===== src/rtl/cmdp_pkg.sv =====
package cmdp_pkg;
  localparam logic [15:0] CMDP_ETYPE    = 16'hFADE;
  localparam logic [15:0] CMDP_OP_START = 16'h0001;
  localparam logic [15:0] CMDP_OP_ACK   = 16'h0003;
  localparam logic [15:0] CMDP_OP_STOP  = 16'h0005;

  typedef enum logic [1:0] {
    KIND_NONE  = 2'd0,
    KIND_START = 2'd1,
    KIND_ACK   = 2'd2,
    KIND_STOP  = 2'd3
  } cmd_kind_e;
endpackage


===== src/rtl/cmdp_capture.sv =====
module cmdp_capture #(
  parameter int MIN_LEN = 64
) (
  input  logic        clk,
  input  logic        rst_n,
  input  logic        rx_valid,
  input  logic [7:0]  rx_data,
  input  logic        rx_sof,
  input  logic        rx_eof,
  input  logic [47:0] local_mac,
  output logic        frame_end,
  output logic        len_ok,
  output logic        dst_ok,
  output logic [47:0] src_mac,
  output logic [15:0] etype,
  output logic [15:0] cmd,
  output logic [15:0] seq
);
  localparam int CNT_W = $clog2(MIN_LEN + 1);
  localparam logic [CNT_W-1:0] LAST = CNT_W'(MIN_LEN - 1);

  logic [CNT_W-1:0] cnt_q, cnt_d, idx;
  logic             in_q, in_d, beat;
  logic             mloc_q, mloc_d, mbc_q, mbc_d;
  logic [47:0]      src_q, src_d;
  logic [15:0]      typ_q, typ_d, cmd_q, cmd_d, seq_q, seq_d;

  assign beat = rx_valid && (rx_sof || in_q);
  assign idx  = rx_sof ? '0 : cnt_q;

  always_comb begin
    cnt_d  = cnt_q;
    in_d   = in_q;
    mloc_d = mloc_q;
    mbc_d  = mbc_q;
    src_d  = src_q;
    typ_d  = typ_q;
    cmd_d  = cmd_q;
    seq_d  = seq_q;
    if (beat) begin
      cnt_d = (idx == LAST) ? idx : idx + 1'b1;
      in_d  = !rx_eof;
      if (rx_sof) begin
        mloc_d = 1'b1;
        mbc_d  = 1'b1;
      end
      for (int k = 0; k < 6; k++) begin
        if (idx == CNT_W'(k)) begin
          mloc_d = (rx_sof ? 1'b1 : mloc_q) && (rx_data == local_mac[47-8*k -: 8]);
          mbc_d  = (rx_sof ? 1'b1 : mbc_q) && (rx_data == 8'hFF);
        end
        if (idx == CNT_W'(6 + k)) src_d[47-8*k -: 8] = rx_data;
      end
      if (idx == CNT_W'(12)) typ_d[15:8] = rx_data;
      if (idx == CNT_W'(13)) typ_d[7:0]  = rx_data;
      if (idx == CNT_W'(14)) cmd_d[15:8] = rx_data;
      if (idx == CNT_W'(15)) cmd_d[7:0]  = rx_data;
      if (idx == CNT_W'(16)) seq_d[15:8] = rx_data;
      if (idx == CNT_W'(17)) seq_d[7:0]  = rx_data;
    end
  end

  always_ff @(posedge clk or negedge rst_n) begin
    if (!rst_n) begin
      cnt_q  <= '0;
      in_q   <= 1'b0;
      mloc_q <= 1'b0;
      mbc_q  <= 1'b0;
      src_q  <= '0;
      typ_q  <= '0;
      cmd_q  <= '0;
      seq_q  <= '0;
    end else if (beat) begin
      cnt_q  <= cnt_d;
      in_q   <= in_d;
      mloc_q <= mloc_d;
      mbc_q  <= mbc_d;
      src_q  <= src_d;
      typ_q  <= typ_d;
      cmd_q  <= cmd_d;
      seq_q  <= seq_d;
    end
  end

  assign frame_end = beat && rx_eof;
  assign len_ok    = (idx == LAST);
  assign dst_ok    = mloc_q || mbc_q;
  assign src_mac   = src_q;
  assign etype     = typ_q;
  assign cmd       = cmd_q;
  assign seq       = seq_q;

  // a cycle without a valid byte leaves the byte counter untouched
  assert_idle_hold_R11: assert property (@(posedge clk) disable iff (!rst_n)
    !$past(rx_valid) |-> $stable(cnt_q));
endmodule


===== src/rtl/cmdp_classify.sv =====
module cmdp_classify
  import cmdp_pkg::*;
(
  input  logic        frame_end,
  input  logic        len_ok,
  input  logic        dst_ok,
  input  logic        fcs_ok,
  input  logic [15:0] etype,
  input  logic [15:0] cmd,
  output cmd_kind_e   kind,
  output logic        unknown
);
  logic accept;

  assign accept = frame_end && len_ok && dst_ok && fcs_ok && (etype == CMDP_ETYPE);

  always_comb begin
    kind    = KIND_NONE;
    unknown = 1'b0;
    if (accept) begin
      case (cmd)
        CMDP_OP_START: kind = KIND_START;
        CMDP_OP_ACK:   kind = KIND_ACK;
        CMDP_OP_STOP:  kind = KIND_STOP;
        default:       unknown = 1'b1;
      endcase
    end
  end
endmodule


===== src/rtl/cmdp_events.sv =====
module cmdp_events
  import cmdp_pkg::*;
#(
  parameter int PKT_W = 5,
  parameter int ERR_W = 4,
  localparam int SET_W = 16 - PKT_W
) (
  input  logic             clk,
  input  logic             rst_n,
  input  cmd_kind_e        kind,
  input  logic             unknown,
  input  logic [15:0]      seq,
  input  logic [47:0]      src_mac,
  output logic             evt_start,
  output logic             evt_ack,
  output logic             evt_stop,
  output logic [SET_W-1:0] ack_set,
  output logic [PKT_W-1:0] ack_pkt,
  output logic [47:0]      peer_mac,
  output logic [ERR_W-1:0] err_count
);
  logic             st_q, ak_q, sp_q;
  logic [SET_W-1:0] set_q, set_d;
  logic [PKT_W-1:0] pkt_q, pkt_d;
  logic [47:0]      peer_q, peer_d;
  logic [ERR_W-1:0] err_q, err_d;
  logic             any_kind;

  assign any_kind = (kind != KIND_NONE);

  always_comb begin
    set_d  = set_q;
    pkt_d  = pkt_q;
    peer_d = peer_q;
    err_d  = err_q;
    if (kind == KIND_ACK) begin
      set_d = seq[15:PKT_W];
      pkt_d = seq[PKT_W-1:0];
    end
    if (any_kind) peer_d = src_mac;
    if (unknown && (err_q != '1)) err_d = err_q + 1'b1;
  end

  always_ff @(posedge clk or negedge rst_n) begin
    if (!rst_n) begin
      st_q   <= 1'b0;
      ak_q   <= 1'b0;
      sp_q   <= 1'b0;
      set_q  <= '0;
      pkt_q  <= '0;
      peer_q <= '0;
      err_q  <= '0;
    end else begin
      st_q   <= (kind == KIND_START);
      ak_q   <= (kind == KIND_ACK);
      sp_q   <= (kind == KIND_STOP);
      set_q  <= set_d;
      pkt_q  <= pkt_d;
      peer_q <= peer_d;
      err_q  <= err_d;
    end
  end

  assign evt_start = st_q;
  assign evt_ack   = ak_q;
  assign evt_stop  = sp_q;
  assign ack_set   = set_q;
  assign ack_pkt   = pkt_q;
  assign peer_mac  = peer_q;
  assign err_count = err_q;

  assert_onehot_events_R12: assert property (@(posedge clk) disable iff (!rst_n)
    $onehot0({st_q, ak_q, sp_q}));
  // a start pulse lasts a single cycle
  assert_start_pulse_R2: assert property (@(posedge clk) disable iff (!rst_n)
    st_q |=> !st_q);
  assert_stop_pulse_R4: assert property (@(posedge clk) disable iff (!rst_n)
    sp_q |=> !sp_q);
  assert_ack_hold_R3: assert property (@(posedge clk) disable iff (!rst_n)
    !ak_q |-> ($stable(set_q) && $stable(pkt_q)));
  assert_err_step_R9: assert property (@(posedge clk) disable iff (!rst_n)
    !$stable(err_q) |-> (err_q == $past(err_q) + 1'b1));
  assert_peer_hold_R10: assert property (@(posedge clk) disable iff (!rst_n)
    !(st_q || ak_q || sp_q) |-> $stable(peer_q));
endmodule


===== src/rtl/cmd_frame_parser.sv =====
module cmd_frame_parser
  import cmdp_pkg::*;
#(
  parameter int MIN_LEN = 64,
  parameter int PKT_W   = 5,
  parameter int ERR_W   = 4,
  localparam int SET_W  = 16 - PKT_W
) (
  input  logic             clk,
  input  logic             rst_n,
  input  logic             rx_valid,
  input  logic [7:0]       rx_data,
  input  logic             rx_sof,
  input  logic             rx_eof,
  input  logic             rx_fcs_ok,
  input  logic [47:0]      local_mac,
  output logic             evt_start,
  output logic             evt_ack,
  output logic             evt_stop,
  output logic [SET_W-1:0] ack_set,
  output logic [PKT_W-1:0] ack_pkt,
  output logic [47:0]      peer_mac,
  output logic [ERR_W-1:0] err_count
);
  logic        frame_end, len_ok, dst_ok, unknown;
  logic [47:0] src_mac;
  logic [15:0] etype, cmd, seq;
  cmd_kind_e   kind;

  cmdp_capture #(.MIN_LEN(MIN_LEN)) u_cap (
    .clk(clk), .rst_n(rst_n), .rx_valid(rx_valid), .rx_data(rx_data),
    .rx_sof(rx_sof), .rx_eof(rx_eof), .local_mac(local_mac),
    .frame_end(frame_end), .len_ok(len_ok), .dst_ok(dst_ok),
    .src_mac(src_mac), .etype(etype), .cmd(cmd), .seq(seq)
  );

  cmdp_classify u_cls (
    .frame_end(frame_end), .len_ok(len_ok), .dst_ok(dst_ok),
    .fcs_ok(rx_fcs_ok), .etype(etype), .cmd(cmd),
    .kind(kind), .unknown(unknown)
  );

  cmdp_events #(.PKT_W(PKT_W), .ERR_W(ERR_W)) u_evt (
    .clk(clk), .rst_n(rst_n), .kind(kind), .unknown(unknown), .seq(seq),
    .src_mac(src_mac), .evt_start(evt_start), .evt_ack(evt_ack),
    .evt_stop(evt_stop), .ack_set(ack_set), .ack_pkt(ack_pkt),
    .peer_mac(peer_mac), .err_count(err_count)
  );

  // every event follows a valid end-of-frame byte flagged good
  assert_event_after_good_eof_R8: assert property (@(posedge clk) disable iff (!rst_n)
    (evt_start || evt_ack || evt_stop) |-> $past(rx_valid && rx_eof && rx_fcs_ok));
endmodule


===== config.mk =====
export PLATFORM = sky130hd
export DESIGN_NAME = cmd_frame_parser
export DESIGN_NICKNAME = d
export VERILOG_FILES = /design/src/rtl/cmdp_pkg.sv /design/src/rtl/cmdp_capture.sv /design/src/rtl/cmdp_classify.sv /design/src/rtl/cmdp_events.sv /design/src/rtl/cmd_frame_parser.sv
export SDC_FILE = /design/constraint.sdc
export NUM_CORES = 1
export LEC_CHECK = 0
export BUFFER_PORTS_ARGS = -buffer_cell sky130_fd_sc_hd__buf_4
export CAP_MARGIN = 20
export CELL_PAD_IN_SITES_DETAIL_PLACEMENT = 0
export CELL_PAD_IN_SITES_GLOBAL_PLACEMENT = 1
export CORE_MARGIN = 2
export CORE_UTILIZATION = 32
export CTS_BUF_LIST = sky130_fd_sc_hd__clkbuf_2 sky130_fd_sc_hd__clkbuf_4 sky130_fd_sc_hd__clkbuf_8
export CTS_CLUSTER_SIZE = 28
export DETAILED_ROUTE_END_ITERATION = 8
export GPL_TIMING_DRIVEN = 0
export PLACE_DENSITY_LB_ADDON = 0.2
export SLEW_MARGIN = 5
export SYNTH_ARGS = -nofsm -noshare
export SYNTH_HDL_FRONTEND = slang
export SYNTH_SLANG_ARGS = --single-unit

===== constraint.sdc =====
create_clock -name clk -period 2.3 [get_ports clk]
set_input_delay 0.575 -clock clk [delete_from_list [all_inputs] [get_ports clk]]
set_output_delay 0.575 -clock clk [all_outputs]
set_load 0.05 [all_outputs]

Word-level counts from Yosys, hierarchy flattened --
Cells that the tools add are included.
Word-level totals: bits in registers 177, input port bits 62, output and inout port bits 71
Cells by class: add/subtract/negate cells 2, equality and inequality tests 33, muxes and demuxes 20, reductions and logical operators 32
Operator list (number):
- 7-bit by 4-bit equality test with 1-bit output, second input constant | 8
- 8-bit equality test | 6
- 7-bit by 3-bit equality test with 1-bit output, second input constant | 4
- 2-bit AND reduction | 12
- 16-bit by 1-bit equality test with 1-bit output, second input constant | 1
- 16-bit equality test, second input constant | 1
- 16-bit by 2-bit equality test with 1-bit output, second input constant | 1
- 16-bit by 3-bit equality test with 1-bit output, second input constant | 1
- 1-bit two-way mux | 16
- 7-bit by 2-bit equality test with 1-bit output, second input constant | 2
- 7-bit by 5-bit equality test with 1-bit output, second input constant | 2
- 1-bit logical AND | 14
- 7-bit two-way mux | 2
- 8-bit equality test, second input constant | 1
- 7-bit by 1-bit adder with 7-bit output, second input constant | 1
- 7-bit by 1-bit equality test with 1-bit output, second input constant | 1
- 7-bit by 6-bit equality test with 1-bit output, second input constant | 1
- 7-bit zero test | 1
- 2-bit case mux with 3 select lines | 1
- 4-bit by 1-bit adder with 4-bit output, second input constant | 1
- 2-bit equality test, second input constant | 2
- 4-bit inequality test, second input constant | 1
- 3-bit OR reduction | 1
- 2-bit by 1-bit equality test with 1-bit output, second input constant | 1
- other kinds (4) | 5

Logic depth before layout (Yosys ltp) --
Gate-level depths: netlist (run 1).
depth after elaboration 9, mapped depth 12

Hierarchy --
Synthesis (run 1) repeated with hierarchy kept, for this count alone.
Unflattened totals: cells, all modules 565, area total of the unflattened synthesis 8079.0 µm²
Modules (own cells, without submodules):
- cmdp_capture | times used 1, cells each 385, area each 5107.4 µm², seq. area each 2652.5 µm²
- cmdp_events | times used 1, cells each 162, area each 2822.7 µm², seq. area each 1776.7 µm²
- cmdp_classify | times used 1, cells each 18, area each 148.9 µm², seq. area each 0.0 µm²

Worst setup path before layout (run 1) --
Ideal clock, no wire load.
path type input to register, from input port rx_sof, to register u_evt.peer_q[28] (netlist: u_evt.peer_mac[28]), arrival time 2.820 ns, required time 2.173 ns, slack -0.648 ns, cell stages on the path 12, buffers on the path 5, path through buf_2 clkbuf_1 nor2b_1 ha_1 buf_2 nand4b_2 nor3_2 nand4_2 a21oi_2 buf_6 buf_12 mux2_1
Between the ends: word-level cells in the longest chain between the ends 9
Ends and longest elaborated chain:
- start: declaration | RTL line cmd_frame_parser.sv:13 | input logic rx_sof,
- branches (longest 3 deep; another with 7-bit two-way mux)
- 1-bit logical AND * (4 in series) | RTL line cmdp_classify.sv:15 | assign accept = frame_end && len_ok && dst_ok && fcs_ok && (etype == CMDP_ETYPE);
- 2-bit two-way mux * | RTL line cmdp_classify.sv:20 | if (accept) begin
- 2-bit nonzero test * | RTL line cmdp_events.sv:29 | assign any_kind = (kind != KIND_NONE);
- end signal: assignment | RTL line cmdp_events.sv:59 | peer_q <= peer_d;
- end: declaration | RTL line cmdp_events.sv:25 | logic [47:0] peer_q, peer_d;
Mark *: on every way between the ends. A chain may end at the register's enable or synchronous reset.

Worst setup path in the final report (run 1) --
from input port rx_sof, to register u_evt.peer_q[12] (netlist: u_evt.peer_mac[12])
Same word-level chain as after synthesis.

==> impl_metrics.py, run 1 <==
metrics = {
    "clocking": {
        "holdBufCountCts": 0,
        "htree_levels": 4,
        "cts.path.max_buffers": 2,
        "cts_tree": "built",
        "clockRootBuffer": "clkbuf_8",
        "clock_latency_ns": 0.46,
        "cts-buffers-inserted": 17,
        "clk_pin_slew_ns": 0.09,
        "cts.sinks": 177,
    },
    "grt": {
        "antenna_found_initial": 1,
        "grt_pass1_wl_um": 30800,
        "grt_max_degree": 93,
        "grtUsageTotal_pct": 15.7,
        "grt_overflow": 0,
        "grt_pass1_vias": 5439,
    },
    "timing": {
        "fin_setup_tns_ns": 0,
        "finalHoldViolCount": 0,
        "rsz0062_at_grt": "true",
        "setup_viol": 0,
        "period_needed_ns": 2.23,
        "skew_ns": 0.0145,
        "max_slew_margin_pct": 35.0,
        "worst_pin_slew_ns": 0.975,
        "fmax_ghz": 0.448,
        "slew_viol_final": 0,
        "fin_crit_sh_pct": 97.1,
    },
    "pwr": {
        "vdd_drop_max_uv": 535,
        "leakage_nw": 4.91,
        "power.total_mw": 6.50,
        "powerDensity_nw_per_um2": 652,
    },
    "floorplanning": {
        "core_um2": 23600,
        "start_util_pct": 32.7,
        "io_pins": 133,
        "die_area_um2": 25400,
        "std_cell_rows": 56,
        "dieWidth_um": 159,
        "dieHeight_um": 159,
    },
    "drt": {
        "drtIter0Drc": 196,
        "wl_per_cell_um": 18.5,
        "drc": 0,
        "vias": 5005,
        "final_antenna_net_count": 0,
        "drtPass1Iterations": 4,
        "via_per_inst": 4.79,
        "wirelength_um": 19400,
    },
    "logic_synthesis": {
        "ys_ff_latch": 177,
        "synth_top_flop_cell": "dfrtp_1",
        "async_reset_ff_share_pct": 100,
        "synth.most_common_cell": "dfrtp_1",
        "ys_top_cells_by_area": "dfrtp_1, mux2_2, xnor2_1",
        "synth_nets": 621,
        "ys_seq_area_share_pct": 57.4,
        "synth_edf_count": 0,
        "yosysTopAreaCellShare_pct": 57.4,
        "synth_top_area_cell": "dfrtp_1",
        "syn_inst": 555,
        "yosysWarnings": 0,
        "synthTopCellsByCount": "dfrtp_1, mux2_2, xnor2_1",
        "synth_area_um2": 7720,
        "synth.avg_cell_area_um2": 13.9,
        "yosysUniqueCellTypes": 47,
    },
    "worst_setup_path": {
        "crit_fanout": 19,
        "crit_required_ns": 2.65,
        "cp.arrival_ns": 2.58,
        "setup.worst_path.end_class": "flip-flop",
        "critPathKind": "in2reg",
        "cp-start-kind": "input port",
    },
    "finish": {
        "multi_input_area_um2": 3300,
        "register_area_um2": 4430,
        "design_area_um2": 9970,
        "drive_gt1_share_pct": 49.8,
        "area_growth_pct": 29.2,
        "n_fill_cell": 2219,
        "fin_nets": 778,
        "n_antenna_cell": 0,
        "utilization_pct": 42.2,
    },
    "hold_path": {
        "worstHoldPathType": "in2async",
    },
    "placement": {
        "gp_congestion": 0.780,
        "dp_hpwl_um": 13000,
        "io_buffers": 124,
        "place_area_um2": 9280,
    },
    "outcome": {
        "status": "finished, final reports clean",
    },
    "run": {
        "max-cap-violations": 0,
    },
}
sequential cells by signal, summed over array words and instances (netlist names), 4 cells and up:
| name | cells |
|---|---|
| u_cap.seq | 16 |
| u_evt.ack_set | 11 |
| u_evt.ack_pkt | 5 |
| u_cap.cnt_q | 7 |
| u_evt.err_count | 4 |
| u_cap.etype | 16 |
| u_evt.peer_mac | 48 |
| u_cap.cmd | 16 |
| u_cap.src_mac | 48 |
path summary, 6_finish.rpt:
check | from | to | slack (ns) | cells after the start
max in group asynchronous | rst_n | u_evt.peer_mac[12] | 1.29 | 2
setup reg to reg | u_cap.cmd[7] | u_evt.peer_mac[12] | 0.09 | 7
hold / removal | rst_n | u_evt.peer_mac[43] | 0.12 | 1
min in group clk | rx_eof | u_cap.in_q | 0.29 | 2
setup / recovery | rx_sof | u_evt.peer_mac[12] | 0.07 | 11
hold reg to reg | u_cap.seq[6] | u_evt.ack_set[1] | 0.50 | 1
where the power goes:
group	internal, mW	switching, mW
Combinational	0.377	0.388
Sequential	3.34	0.123
Clock	1.11	1.16
logic make-up after synthesis:
family / share of synthesized area [%]
fa+ha+maj: 0.648
xor+xnor: 6.01
buf+inv: 2.77
mux: 23.5
compound gates: 2.97
simple gates: 6.76
flops: 57.4
metrics by stage:
step	instances	worst slack [ns]	hold WS (ns)
3_5_place_dp	999	-0.911	0.485
3_3_place_gp	998	-0.876	0.478
2_1_floorplan	555	-0.357	0.279
4_1_cts	1043	-0.00748	0.117
6_report	1044	0.0671	0.121
5_1_grt	1044	-0.0290	0.138
layer usage:
metal,share of wire [%],track usage [%],vias to the layer above
li1,-,-,2289
met1,47,21.0,2584
met2,48,25.4,110
met3,3.6,3.99,22
met4,1.4,3.97,0
met5,0,0,-
worst max-delay path, stage by stage:
cell and delay, ns:
buf_4 0.14, buf_12 0.15, nor2b_4 0.14, ha_4 0.17
nand4b_4 0.12, nor3_4 0.29, nand4_4 0.15, a21oi_4 0.19
buf_6 0.17, clkbuf_16 0.15, mux2_2 0.32
layout make-up:
type	count	area share (%)
flip-flops and latches	177	44.4
multi-input cells	337	33.1
repair buffers	140	11.6
well taps	319	4.00
clock buffers	18	2.48
plain buffers	31	2.31
clock inverters	14	1.76
inverters	8	0.301
cells in the final DEF, fill, tap and decap left out, drive strengths merged, types with 2 or more instances in the layout:
cell      netlist  routed
a21oi           8       8
a31oi           4       4
a32o            2       2
and3            4       4
and4            3       3
buf            13     149
bufinv          0       3
clkbuf         20      40
clkinvlp        0       6
dfrtp         177     177
ha              4       4
inv             8      12
mux2          161     161
nand2          15      15
nand2b          2       2
nand3           4       4
nand4          17      17
nand4b          3       3
nor2           13      13
nor2b           3       3
nor3            6       6
nor3b           2       2
nor4            9       9
nor4b           2       2
o21a            3       3
o21ai          10      10
xnor2          42      42
xor2           11      11
timing repair:
action / in CTS / in global routing
setup buffers: 13 / 0
endpoints found under the setup margin: 65 / 108
resized for setup: 16 / 14
cloned: 1 / 2
pin swaps: 5 / 3
Note: power is estimated with default switching activity, not from simulation.
==> inputs of run 2 (changes only) <==
--- a/config.mk
+++ b/config.mk
@@ -10,7 +10,7 @@
 export CELL_PAD_IN_SITES_DETAIL_PLACEMENT = 0
 export CELL_PAD_IN_SITES_GLOBAL_PLACEMENT = 1
 export CORE_MARGIN = 2
-export CORE_UTILIZATION = 32
+export CORE_UTILIZATION = 35
 export CTS_BUF_LIST = sky130_fd_sc_hd__clkbuf_2 sky130_fd_sc_hd__clkbuf_4 sky130_fd_sc_hd__clkbuf_8
 export CTS_CLUSTER_SIZE = 28
 export DETAILED_ROUTE_END_ITERATION = 8
==> run 2 against run 1 <==
  * Die area decreased by 8.4%
  * First-iteration DRC count is 22% higher
  * Fmax is 0.64% lower
  * Utilization up 3.4 points
  * Sequential cell count unchanged
  * Worst hold slack got worse by 0.052 ns
==> impl_metrics.py, run 2 (synthesis gave the netlist of run 1 again) <==
metrics = {
    "outcome": {
        "status": "finished, final reports clean",
    },
    "finish": {
        "layout_common_cells": "dfrtp_1, buf_4, mux2_2",
        "utilization_pct": 45.7,
        "fin_nets": 777,
        "drive_gt1_share_pct": 49.6,
        "n_antenna_cell": 0,
        "final_common_cell": "dfrtp_1",
        "area_growth_pct": 28.7,
        "n_fill_cell": 2022,
    },
    "drt": {
        "wl_per_cell_um": 18.7,
        "drtPass1Iterations": 4,
        "final_antenna_net_count": 0,
        "drtIter0Drc": 239,
        "vias": 4936,
        "wirelength_um": 18800,
        "drc": 0,
        "via_per_inst": 4.92,
    },
    "pwr": {
        "leakage_nw": 4.92,
        "powerDensity_nw_per_um2": 652,
        "combPwrFrac_pct": 11.8,
        "power.total_mw": 6.47,
        "switching_share_pct": 25.2,
        "p_switching_mw": 1.63,
        "internal-power_mw": 4.84,
        "vdd_drop_max_uv": 356,
        "clockPowerShare_pct": 34.5,
        "seqPwrFrac_pct": 53.7,
    },
    "timing": {
        "period_needed_ns": 2.25,
        "max_slew_margin_pct": 44.2,
        "fmax_ghz": 0.445,
        "setup_viol": 0,
        "worst_pin_slew_ns": 0.836,
        "finalHoldViolCount": 0,
        "skew_ns": 0.00918,
        "rsz0062_at_grt": "true",
        "hold-worst-slack_ns": 0.0690,
        "fin_setup_tns_ns": 0,
        "slew_viol_final": 0,
        "fin_crit_sh_pct": 97.7,
    },
    "placement": {
        "gp_congestion": 0.817,
        "dp_hpwl_um": 12800,
        "io_buffers": 124,
    },
    "clocking": {
        "cts-buffers-inserted": 17,
        "clock_latency_ns": 0.46,
        "cts_tree": "built",
        "cts.path.max_buffers": 2,
        "htree_levels": 4,
        "cts.sinks": 177,
        "clockRootBuffer": "clkbuf_8",
        "clk_pin_slew_ns": 0.09,
    },
    "worst_setup_path": {
        "crit_required_ns": 2.64,
        "rrSetupSlack_ns": 0.08,
        "r2r-start": "u_cap.cnt_q[1]",
        "critPathKind": "in2reg",
        "cp.arrival_ns": 2.59,
        "crit_fanout": 19,
        "regToRegEndpoint": "u_evt.peer_mac[18]",
        "ff2ff_path_depth": 9,
        "cp-startpoint": "rx_sof",
        "setup.worst_path.end_class": "flip-flop",
        "cp-start-kind": "input port",
        "setup.worst_path.end": "u_evt.peer_mac[18]",
    },
    "grt": {
        "grt_pass1_vias": 5274,
        "grt_overflow": 0,
        "grtUsageTotal_pct": 16.7,
        "met3_usage_pct": 3.64,
        "use_met2_pct": 27.6,
        "antenna_found_initial": 0,
        "grt_max_degree": 110,
        "busiest_layer": "met2",
        "grt_pass1_wl_um": 30200,
        "grt_use_met1_pct": 22.4,
    },
    "floorplanning": {
        "core_um2": 21800,
        "start_util_pct": 35.5,
        "dieHeight_um": 153,
        "dieWidth_um": 153,
        "die_area_um2": 23300,
        "std_cell_rows": 54,
        "io_pins": 133,
    },
    "hold_path": {
        "worstHoldPathType": "in2async",
    },
    "run": {
        "max-cap-violations": 0,
    },
}
[run 2: how the worst min path moves through the flow]
stage                     from  cells past startpoint                  to  slack, ns
2_1_floorplan            rst_n                      0        u_cap.cmd[0]       0.28
3_3_place_gp   u_cap.etype[10]                      1     u_cap.etype[10]       0.48
3_5_place_dp    u_cap.etype[5]                      1      u_cap.etype[5]       0.48
4_1_cts                  rst_n                      1  u_evt.peer_mac[45]       0.06
5_1_grt                  rst_n                      1  u_evt.peer_mac[45]       0.08
6_report                 rst_n                      1  u_evt.peer_mac[45]       0.07
[run 2: critical path: stages]
cell and delay, ns:
buf_4 0.14, buf_12 0.15, nor2b_4 0.16, ha_4 0.17, nand4b_4 0.13, nor3_4 0.30, nand4_4 0.13, a21oi_2 0.17
buf_4 0.17, buf_12 0.15, mux2_2 0.34
[run 2: cell type report]
class / count / area [µm²] / share of cell area [%]
Tap cell: 280 / 350 / 3.53
Multi-Input combinational cell: 337 / 3370 / 33.9
Inverter: 8 / 30.0 / 0.302
Timing Repair Buffer: 141 / 1140 / 11.4
Buffer: 29 / 206 / 2.08
Clock inverter: 13 / 160 / 1.61
Sequential cell: 177 / 4430 / 44.6
Clock buffer: 19 / 255 / 2.57
[run 2: power by group through the flow]
stage,Clock [mW],Sequential [mW],Combinational [mW]
after CTS,2.32,3.47,0.767
after global routing,2.44,3.51,0.851
after global placement,0,3.52,0.703
final,2.23,3.47,0.765
after floorplan,0,3.48,0.461
after detailed placement,0,3.54,0.736
[run 2: per-stage QoR]
stage	cells	setup slack, ns	area [µm²]
2_1_floorplan	555	-0.357	7910
3_3_place_gp	959	-0.910	9190
3_5_place_dp	960	-0.956	9230
4_1_cts	1005	-0.0945	9960
5_1_grt	1004	-0.0859	9930
6_report	1004	0.0527	9930
[run 2: repair_timing]
| action | CTS | global route |
|---|---|---|
| cloned | 1 | 0 |
| buffers inserted | 14 | 3 |
| gates resized for setup | 39 | 5 |
| hold buffers | 0 | 0 |
| endpoints found under the setup margin | 65 | 88 |
| pin swaps | 4 | 4 |
[run 2: per-layer routing]
layer	part of all wire (%)	wire length [µm]	up-vias
met4	1.4	262	0
met1	46	8650	2531
li1	-	-	2282
met5	0	0	-
met3	3.8	705	21
met2	49	9160	102
==> inputs of run 3 (changes only) <==
--- a/config.mk
+++ b/config.mk
@@ -5,6 +5,7 @@
 export SDC_FILE = /design/constraint.sdc
 export NUM_CORES = 1
 export LEC_CHECK = 0
+export ABC_AREA = 1
 export BUFFER_PORTS_ARGS = -buffer_cell sky130_fd_sc_hd__buf_4
 export CAP_MARGIN = 20
 export CELL_PAD_IN_SITES_DETAIL_PLACEMENT = 0
==> run 3 against run 2 <==
  * Sequential share of layout area up 1.1 points
  * Count of clock-buffer cells in the layout unchanged
  * Synthesized cell count up 62%
  * Clock skew up 0.0083 ns
  * Largest power group unchanged
==> impl_metrics.py, run 3 <==
metrics = {
    "outcome": {
        "status": "finished, final reports clean",
    },
    "timing": {
        "finalHoldViolCount": 0,
        "skew_ns": 0.0174,
        "rsz0062_at_grt": "false",
        "fmax_ghz": 0.468,
        "fin_crit_sh_pct": 92.9,
        "fin_setup_tns_ns": 0,
        "period_needed_ns": 2.14,
        "max_slew_margin_pct": 39.0,
        "slew_viol_final": 0,
        "worst_pin_slew_ns": 0.914,
        "hold-worst-slack_ns": 0.0531,
        "final.setup.worst_slack_ns": 0.164,
        "setup_viol": 0,
    },
    "grt": {
        "grtUsageTotal_pct": 17.4,
        "grt_max_degree": 113,
        "grt_pass1_wl_um": 32500,
        "antenna_found_initial": 0,
        "grt_pass1_vias": 6003,
        "grt_overflow": 0,
    },
    "worst_setup_path": {
        "rrSetupSlack_ns": 0.16,
        "cp.arrival_ns": 2.47,
        "crit_path_frequent_cell": "nand2_1",
        "crit_slowest_cell": "dfrtp_1",
        "crit_required_ns": 2.64,
        "crit_family": "simple AND/OR/NAND/NOR gates",
        "critPathKind": "reg2reg",
        "cp-start-kind": "flip-flop",
        "max_stage_delay_ns": 0.39,
        "setup.worst_path.end_class": "flip-flop",
        "cp.buffers_inverters": 2,
        "path_cells": "nor2_1, nand2_1, nor2_1, nand2_1, o21ai_2, o21ai_4, buf_6, buf_6, nand2_1, o21ai_1",
        "crit_fanout": 10,
    },
    "logic_synthesis": {
        "synth.avg_cell_area_um2": 8.71,
        "yosysTopAreaCellShare_pct": 56.5,
        "ys_top_cells_by_area": "dfrtp_1, nand2_1, o21ai_0",
        "synth_edf_count": 0,
        "synthTopCellsByCount": "nand2_1, dfrtp_1, o21ai_0",
        "yosysUniqueCellTypes": 32,
        "synth_area_um2": 7840,
        "synth_top_flop_cell": "dfrtp_1",
        "ys_ff_latch": 177,
        "synth_top_area_cell": "dfrtp_1",
        "yosysWarnings": 0,
        "synth_nets": 966,
        "ys_seq_area_share_pct": 56.5,
        "syn_inst": 900,
        "synth.most_common_cell": "nand2_1",
        "async_reset_ff_share_pct": 100,
    },
    "placement": {
        "dp_hpwl_um": 13700,
        "dp_slack_ns": -0.564,
        "io_buffers": 123,
        "place_inst": 1304,
        "gp_congestion": 0.802,
        "place_area_um2": 9170,
    },
    "drt": {
        "wl_per_cell_um": 14.8,
        "dr.max_layer_used": "met4",
        "dr_wl_met3_um": 714,
        "drtPass1Iterations": 4,
        "wirelength_um": 19900,
        "m1WireLength_um": 10000,
        "final_antenna_net_count": 0,
        "vias": 6171,
        "via_per_inst": 4.59,
        "drc": 0,
        "dr_wl_met2_um": 8870,
        "drtIter0Drc": 312,
    },
    "floorplanning": {
        "die_area_um2": 23600,
        "core_um2": 21900,
        "start_util_pct": 35.8,
        "std_cell_rows": 54,
        "dieWidth_um": 154,
        "io_pins": 133,
        "dieHeight_um": 154,
    },
    "clocking": {
        "cts_tree": "built",
        "cts-buffers-inserted": 17,
        "clock_latency_ns": 0.46,
        "clockRootBuffer": "clkbuf_8",
        "htree_levels": 4,
        "cts.sinks": 177,
        "clk_pin_slew_ns": 0.10,
        "cts.path.max_buffers": 2,
    },
    "finish": {
        "layout_common_cells": "nand2_1, dfrtp_1, buf_4",
        "n_antenna_cell": 0,
        "fin_cells": 1343,
        "area_growth_pct": 23.6,
        "design_area_um2": 9690,
        "final_common_cell": "nand2_1",
        "utilization_pct": 44.3,
        "fin_nets": 1116,
        "drive_gt1_share_pct": 18.6,
    },
    "hold_path": {
        "worstHoldPathType": "in2async",
    },
    "pwr": {
        "powerDensity_nw_per_um2": 634,
        "power.total_mw": 6.14,
        "seqPwrFrac_pct": 53.5,
        "leakage_nw": 4.56,
        "p_switching_mw": 1.64,
        "internal-power_mw": 4.50,
        "vdd_drop_max_uv": 315,
        "clockPowerShare_pct": 36.0,
        "combPwrFrac_pct": 10.5,
        "switching_share_pct": 26.7,
    },
    "run": {
        "max-cap-violations": 0,
    },
}
## run 3: logic make-up (layout without fill, tap and decap cells)
group	count (synthesis)	after routing	synth area share [%]
and+or+nand+nor	353	353	18.6
adders and majority gates	4	4	0.638
buffers and inverters	134	297	7.01
xor gates and xnor gates	46	46	5.14
DFF	177	177	56.5
AOI/OAI and AO/OA	186	186	12.1
## run 3: path summary, 6_finish.rpt
| kind | cells after the start | start | endpoint |
|---|---|---|---|
| max in group asynchronous | 2 | rst_n | u_cap.seq[15] |
| worst min register to register | 2 | u_cap.src_mac[10] | u_cap.src_mac[10] |
| worst min-delay path | 1 | rst_n | u_evt.peer_mac[9] |
| worst max register to register | 10 | u_cap.cmd[15] | u_evt.peer_mac[13] |
| min in group clk | 4 | rx_eof | u_cap.in_q |
| worst max-delay path | 10 | u_cap.cmd[15] | u_evt.peer_mac[13] |
## run 3: layout make-up
class,instances,area [µm²]
inverters,92,345
plain buffers,42,221
well taps,280,350
repair buffers,131,1010
clock buffers,19,255
multi-input cells,589,2930
flip-flops and latches,177,4430
fillers,2278,12200
clock inverters,13,150
## run 3: worst reg2reg max path: cells and delay by family (launching register included)
family                 cells  cell delay, ns
flip-flops                 1            0.39
buffers and inverters      2            0.32
AND/OR/NAND/NOR            5            0.72
AO/OA/AOI/OAI              3            0.59
## run 3: power groups by stage
stage               registers (mW)  clock network [mW]  logic (mW)
finish                        3.29                2.21       0.646
global route                  3.30                2.42       0.741
CTS                           3.29                2.28       0.647
detailed placement            3.35                   0       0.646
global placement              3.35                   0       0.631
floorplan                     3.33                   0       0.380
## run 3: metal layers
layer  up-vias  track usage [%]
met1      2874             26.1
met3        19             3.27
met4         0             4.41
met2       119             26.1
li1       3159                -
met5         -                0
## run 3: what timing repair did
item                       CTS  global route
setup endpoints to repair   65            98
setup buffers                3             3
gates cloned                 1             0
pin swaps                    2             5
resized for setup            6            17
hold buffers                 0             0
